$ cat src/rtl/segdrv_pkg.sv
package segdrv_pkg;
  localparam int SEG_W = 7;
  typedef logic [SEG_W-1:0] seg_t;

  // Active-low glyphs, bit order {g,f,e,d,c,b,a}
  parameter seg_t GLYPH_0 = 7'h40;
  parameter seg_t GLYPH_1 = 7'h79;
  parameter seg_t GLYPH_2 = 7'h24;
  parameter seg_t GLYPH_3 = 7'h30;
  parameter seg_t GLYPH_4 = 7'h19;
  parameter seg_t GLYPH_5 = 7'h12;
  parameter seg_t GLYPH_6 = 7'h02;
  parameter seg_t GLYPH_7 = 7'h78;
  parameter seg_t GLYPH_8 = 7'h00;
  parameter seg_t GLYPH_9 = 7'h10;
  parameter seg_t GLYPH_A = 7'h08;
  parameter seg_t GLYPH_B = 7'h03;
  parameter seg_t GLYPH_C = 7'h46;
  parameter seg_t GLYPH_D = 7'h21;
  parameter seg_t GLYPH_E = 7'h06;
  parameter seg_t GLYPH_F = 7'h0E;
endpackage

$ cat src/rtl/sel_onehot_check.sv
// Flags a select vector with exactly one bit set.
module sel_onehot_check #(
  parameter int N = 4
) (
  input  logic [N-1:0] sel,
  output logic         valid
);
  logic any_set;
  logic multi_set;

  always_comb begin
    any_set   = 1'b0;
    multi_set = 1'b0;
    for (int i = 0; i < N; i++) begin
      if (sel[i]) begin
        multi_set = multi_set | any_set;
        any_set   = 1'b1;
      end
    end
    valid = any_set & ~multi_set;
  end
endmodule

$ cat src/rtl/digit_value_mux.sv
// AND-OR lane select, forced to zero when the select is invalid.
module digit_value_mux #(
  parameter int N = 4,
  parameter int W = 4,
  localparam int BUS_W = N * W
) (
  input  logic [BUS_W-1:0] lanes,
  input  logic [N-1:0]     sel,
  input  logic             valid,
  output logic [W-1:0]     value
);
  logic [N-1:0][W-1:0] masked;

  for (genvar k = 0; k < N; k++) begin : g_lane
    assign masked[k] = lanes[k*W +: W] & {W{sel[k] & valid}};
  end

  always_comb begin
    value = '0;
    for (int k = 0; k < N; k++) value = value | masked[k];
  end
endmodule

$ cat src/rtl/anode_mux.sv
// Active-low enable of the selected digit, or all off.
module anode_mux #(
  parameter int N = 4
) (
  input  logic [N-1:0] sel,
  input  logic         valid,
  output logic [N-1:0] anode_n
);
  always_comb begin
    if (valid) anode_n = ~sel;
    else       anode_n = '1;
  end
endmodule

$ cat src/rtl/hex_seg_decoder.sv
module hex_seg_decoder
  import segdrv_pkg::*;
(
  input  logic [3:0] hex,
  output seg_t       seg_n
);
  always_comb begin
    unique case (hex)
      4'h0: seg_n = GLYPH_0;
      4'h1: seg_n = GLYPH_1;
      4'h2: seg_n = GLYPH_2;
      4'h3: seg_n = GLYPH_3;
      4'h4: seg_n = GLYPH_4;
      4'h5: seg_n = GLYPH_5;
      4'h6: seg_n = GLYPH_6;
      4'h7: seg_n = GLYPH_7;
      4'h8: seg_n = GLYPH_8;
      4'h9: seg_n = GLYPH_9;
      4'hA: seg_n = GLYPH_A;
      4'hB: seg_n = GLYPH_B;
      4'hC: seg_n = GLYPH_C;
      4'hD: seg_n = GLYPH_D;
      4'hE: seg_n = GLYPH_E;
      default: seg_n = GLYPH_F;
    endcase
  end
endmodule

$ cat src/rtl/seg_btn_driver.sv
module seg_btn_driver #(
  parameter int NUM_DIGITS = 4,
  localparam int DIGIT_W = 4,
  localparam int BUS_W = NUM_DIGITS * DIGIT_W
) (
  input  logic [BUS_W-1:0]      digits,
  input  logic [NUM_DIGITS-1:0] btn_sel,
  output logic [6:0]            seg_n,
  output logic [NUM_DIGITS-1:0] anode_n
);
  logic               sel_ok;
  logic [DIGIT_W-1:0] shown_val;

  sel_onehot_check #(.N(NUM_DIGITS)) u_check (
    .sel   (btn_sel),
    .valid (sel_ok)
  );

  digit_value_mux #(.N(NUM_DIGITS), .W(DIGIT_W)) u_vmux (
    .lanes (digits),
    .sel   (btn_sel),
    .valid (sel_ok),
    .value (shown_val)
  );

  anode_mux #(.N(NUM_DIGITS)) u_amux (
    .sel     (btn_sel),
    .valid   (sel_ok),
    .anode_n (anode_n)
  );

  hex_seg_decoder u_dec (
    .hex   (shown_val),
    .seg_n (seg_n)
  );
endmodule

$ cat config.mk
export PLATFORM = sky130hd
export DESIGN_NAME = seg_btn_driver
export DESIGN_NICKNAME = d
export VERILOG_FILES = /design/src/rtl/segdrv_pkg.sv /design/src/rtl/sel_onehot_check.sv /design/src/rtl/digit_value_mux.sv /design/src/rtl/anode_mux.sv /design/src/rtl/hex_seg_decoder.sv /design/src/rtl/seg_btn_driver.sv
export SDC_FILE = /design/constraint.sdc
export NUM_CORES = 1
export LEC_CHECK = 0
export ABC_CLOCK_PERIOD_IN_PS = 3800
export CORE_AREA = 2 2 39 41
export DETAILED_ROUTE_END_ITERATION = 16
export DIE_AREA = 0 0 41 43
export PLACE_DENSITY = 0.81
export SETUP_SLACK_MARGIN = 0.4
export SYNTH_ARGS = -nofsm -noshare
export SYNTH_HDL_FRONTEND = slang
export SYNTH_SLANG_ARGS = --single-unit
$ cat constraint.sdc
create_clock -name vclk -period 3.8
set_input_delay 0.76 -clock vclk [all_inputs]
set_output_delay 0.76 -clock vclk [all_outputs]
set_load 0.02 [all_outputs]
### After elaboration in Yosys (flattened, before gate mapping)

Memories as Yosys holds them, arrays and structs flattened.
Cells that the tools add are included.

| word-level totals | value |
|---|---|
| ROM bits | 112 |
| memories kept | 1 |
| latch bits | 0 |
| memory bits (writable) | 0 |
| bits in registers | 0 |
| input port bits | 20 |

| operators by class | value |
|---|---|
| $mul | 0 |
| add/sub/neg operators | 0 |
| reductions and logical operators | 0 |
| mux-type cells | 8 |
| magnitude comparators | 0 |
| divide/modulo/power cells | 0 |
| eq/ne operators | 0 |
| shift-type cells | 0 |
| bitwise gates (word level) | 16 |

Memory list:

| memory | depth | width | read ports | clocked after Yosys merged registers in | write ports | line | source |
|---|---|---|---|---|---|---|---|
| (no name shown) | 16 | 7 | 1 | 0 | 0 | hex_seg_decoder.sv:8 | `unique case (hex)` |

Operators by type and width:

| kind | number |
|---|---|
| $and A4 B4 Y4 | 4 |
| $or A4 B4 Y4 | 3 |
| $mux W1 | 7 |
| $and A1 B1 Y1 | 5 |
| $mux W4 | 1 |
| $not A4 Y4 | 1 |
| $or A1 B1 Y1 | 2 |
| $not A1 Y1 | 1 |

### Depth between registers and ports, before layout

An unclocked memory read counts as a cell.

| logic depth | value |
|---|---|
| word-level depth | 14 |
| depth in mapped cells | 9 |
| gate-level depth less buffers | 8 |

### Hierarchy

Synthesis repeated with hierarchy kept, for this count alone.

| second synthesis, totals | value |
|---|---|
| cells, all modules | 52 |
| area, all modules | 417.9 sq um |

Modules (own cells, without submodules):

| module | cells an instance | instances | area each (sq um) |
|---|---|---|---|
| hex_seg_decoder | 32 | 1 | 275.3 |
| digit_value_mux | 12 | 1 | 90.1 |
| sel_onehot_check | 4 | 1 | 37.5 |
| anode_mux | 4 | 1 | 15.0 |

### Least setup slack after synthesis

Ideal clock, no wire load.

| timing path | value |
|---|---|
| kind | input to output |
| start point | input port btn_sel[0] |
| end point | output port seg_n[0] |
| slack | 682 ps |
| arrival | 2358 ps |
| data required time | 3040 ps |
| path buffers | 0 |
| stages | 7 |
| path through | nor2b_2 a22o_1 a22oi_1 inv_1 ha_1 and3_1 a221o_1 |

| on the way | value |
|---|---|
| cells in the longest elaborated chain, start to end | 14 |

RTL lines:

| what | line | source |
|---|---|---|
| start: declaration | seg_btn_driver.sv:7 | `input logic [NUM_DIGITS-1:0] btn_sel,` |
| $mux W1 (2 in series) | sel_onehot_check.sv:15 | `if (sel[i]) begin` |
| $or A1 B1 Y1 | sel_onehot_check.sv:16 | `multi_set = multi_set \| any_set;` |
| $mux W1 | sel_onehot_check.sv:15 |  |
| $or A1 B1 Y1 | sel_onehot_check.sv:16 |  |
| $mux W1 | sel_onehot_check.sv:15 |  |
| $not A1 Y1 | sel_onehot_check.sv:20 | `valid = any_set & ~multi_set;` |
| $and A1 B1 Y1 | sel_onehot_check.sv:20 |  |
| $and A1 B1 Y1 | digit_value_mux.sv:15 | `assign masked[k] = lanes[k*W +: W] & {W{sel[k] & valid}};` |
| $and A4 B4 Y4 | digit_value_mux.sv:15 |  |
| $or A4 B4 Y4 (2 in series) | digit_value_mux.sv:20 | `for (int k = 0; k < N; k++) value = value \| masked[k];` |
| $or A4 B4 Y4 * | digit_value_mux.sv:20 |  |
| $mem_v2 Z16 W7 * | n/a |  |
| end: declaration | seg_btn_driver.sv:8 | `output logic [6:0] seg_n,` |

Mark *: on every way between the ends. The rest lies on a longest branch, timed or not.

### Worst setup path in the final report

| timing path | value |
|---|---|
| start point | input port digits[9] |
| end point | output port seg_n[0] |

| on the way | value |
|---|---|
| cells in the longest elaborated chain, start to end | 4 |

RTL lines:

| what | line | source |
|---|---|---|
| start: declaration | seg_btn_driver.sv:6 | `input logic [BUS_W-1:0] digits,` |
| $and A4 B4 Y4 | digit_value_mux.sv:15 |  |
| $or A4 B4 Y4 (2 in series) | digit_value_mux.sv:20 |  |
| $mem_v2 Z16 W7 | n/a |  |

No other way between the ends.

==> metrics.csv <==
metric,value,unit
finalCriticalPeriod,3352,ps
grt.overflow.total,0,
yosysWarnings,0,
placedCellCount,124,
worstSetupEndpointType,output pin,
synth_top_area_share,15.35,%
die_w,41,um
drv_cap,0,
wl_per_cell,13.06,um
io_pins,31,
drive_gt1_share,33.33,%
nets,139,
synth_commonest_cells,"7 x mux2i_1, 7 x nand2_1, 6 x ha_1, 6 x nand3b_1, 4 x inv_1",
fmax,0.2984,GHz
drc,0,
drtIter0Drc,7,
hold_ws,2524,ps
vias,659,
rsz0062_at_grt,true,
rows,14,
worst_slew_pin_slew,282.3,ps
period_share,88.20,%
dpl.hpwl,1265,um
p_leak,0.4365,nW
drv_slew,0,
synthToLayoutAreaGrowth,93.35,%
diodes,0,
hold_viol,0,
grt_pass1_wl,2511,um
vias_per_cell,5.189,
grt_antenna_before_repair,0,
fin_cells,127,
power_density,117.1,mW/mm^2
wl,1658,um
finalPower,0.1108,mW
first_pass_iters,4,
seq_area,0,um^2
synth_nets,90,
syn-cell-area,489.2,um^2
worst-path-max-fanout,5,
dieArea,0.001763,mm^2
drtAntennaViolNets,0,
finalSetupTns,0,ps
slew_headroom,81.18,%
yosysTopAreaCell,ha_1,
holdPathStages,6,
critical_path_class,in2out,
routabilityCongestion,0.8412,
cp_slowest_stage_delay,460,ps
synth_cell_types,31,
crit_buf_inv,3,
clock_buffers,0,
dieHeight,43,um
cp.depth,9,
cp.required,3040,ps
status,"complete, no violations",
path_delay_family,buffers and inverters,
start_util,35.35,%
yosysSeqAreaShare,0,%
grt_max_degree,14,
gr-usage-all-layers,19.38,%
synth_area_leaders,"ha_1 15%, mux2i_1 14%, nand3b_1 9.2%, nand2_1 5.4%, a22o_1 5.4%",
syn_inst,64,
coreArea,0.001384,mm^2
worst_ep_arrival_time,2590,ps
crit_chain,"clkdlybuf4s50_1, nand3b_1, a21oi_2, a31oi_1, o21a_1, buf_4, ha_1, a221o_1, buf_2",
cts_hold_buf,0,
worst_path_max_delay_cell,clkdlybuf4s50_1,
setup_violations,0,
ir_worst_vdd,0.00006066,V
grt_pass1_vias,606,
place.port_buffers,31,
design.seq.count,0,
fillers,125,
holdCritPathClass,in2out,
syn_avg_cell_area,7.644,um^2
critPathLaunchType,primary input,
## cells in the final DEF, fill, tap and decap left out, types with 2 or more instances in the layout
| cell type | synthesis | final |
|---|---|---|
| inv_1 | 4 | 3 |
| buf_4 | 0 | 22 |
| ha_1 | 6 | 6 |
| dlygate4sd2_1 | 0 | 3 |
| mux2i_1 | 7 | 7 |
| o2bb2ai_1 | 2 | 2 |
| a22o_1 | 3 | 3 |
| buf_2 | 2 | 3 |
| nor2_4 | 0 | 2 |
| nor2_1 | 3 | 2 |
| nand3b_1 | 6 | 6 |
| nand2_1 | 7 | 7 |
| clkdlybuf4s50_1 | 0 | 21 |
| o21ai_1 | 2 | 3 |
## logic make-up after synthesis
family	synth area share [%]
AND/OR/NAND/NOR	27.88
AO/OA/AOI/OAI	33.25
multiplexers	14.32
buffers and inverters	7.416
adder cells (fa/ha/maj)	15.34
XOR/XNOR	1.791
## worst min-delay path, delay by kind of cell
family / cells / cell delay [ps]
simple gates: 1 / 80
buf+inv: 3 / 700
compound gates: 2 / 210
## stage by stage
stage               worst slack, ps  utilization (%)  instance area (um^2)
floorplan                     681.9                -                 489.2
global placement             -132.4            66.37                 918.4
detailed placement           -215.2            66.37                 918.4
CTS                           414.4            66.91                 925.9
global route                  370.9            68.35                 945.9
finish                        448.4            68.35                 945.9
## path summary, 6_finish.rpt
path,endpoint,startpoint,slack (ps)
worst max-delay path,seg_n[0],digits[9],450
worst min-delay path,seg_n[1],digits[5],2520
## what timing repair did
item                                    in CTS  in global routing
pin swaps                                    2                  2
endpoints found under the setup margin       7                  6
gates resized for setup                     35                  8
setup buffers                                3                  0
## power by group
group          internal, mW  switching [mW]  total (mW)
clock network             0               0           0
registers                 0               0           0
logic                0.0597          0.0511       0.111
total                0.0597          0.0511       0.111
## layer usage
layer,vias up,global-route usage [%],part of all wire (%)
met5,-,0,0
met3,2,0.5236,4.8
met2,20,34.38,52
met1,302,25.32,42
met4,0,2.000,1.1
li1,335,-,-
## layout make-up
| class | instances | area, um^2 | share of cell area, % |
|---|---|---|---|
| tap | 16 | 20.02 | 2.116 |
| multi-input combinational | 57 | 483.0 | 51.06 |
| timing repair buffer | 50 | 427.9 | 45.24 |
| inverter | 4 | 15.01 | 1.587 |
Power figures use the tool's default switching activity.
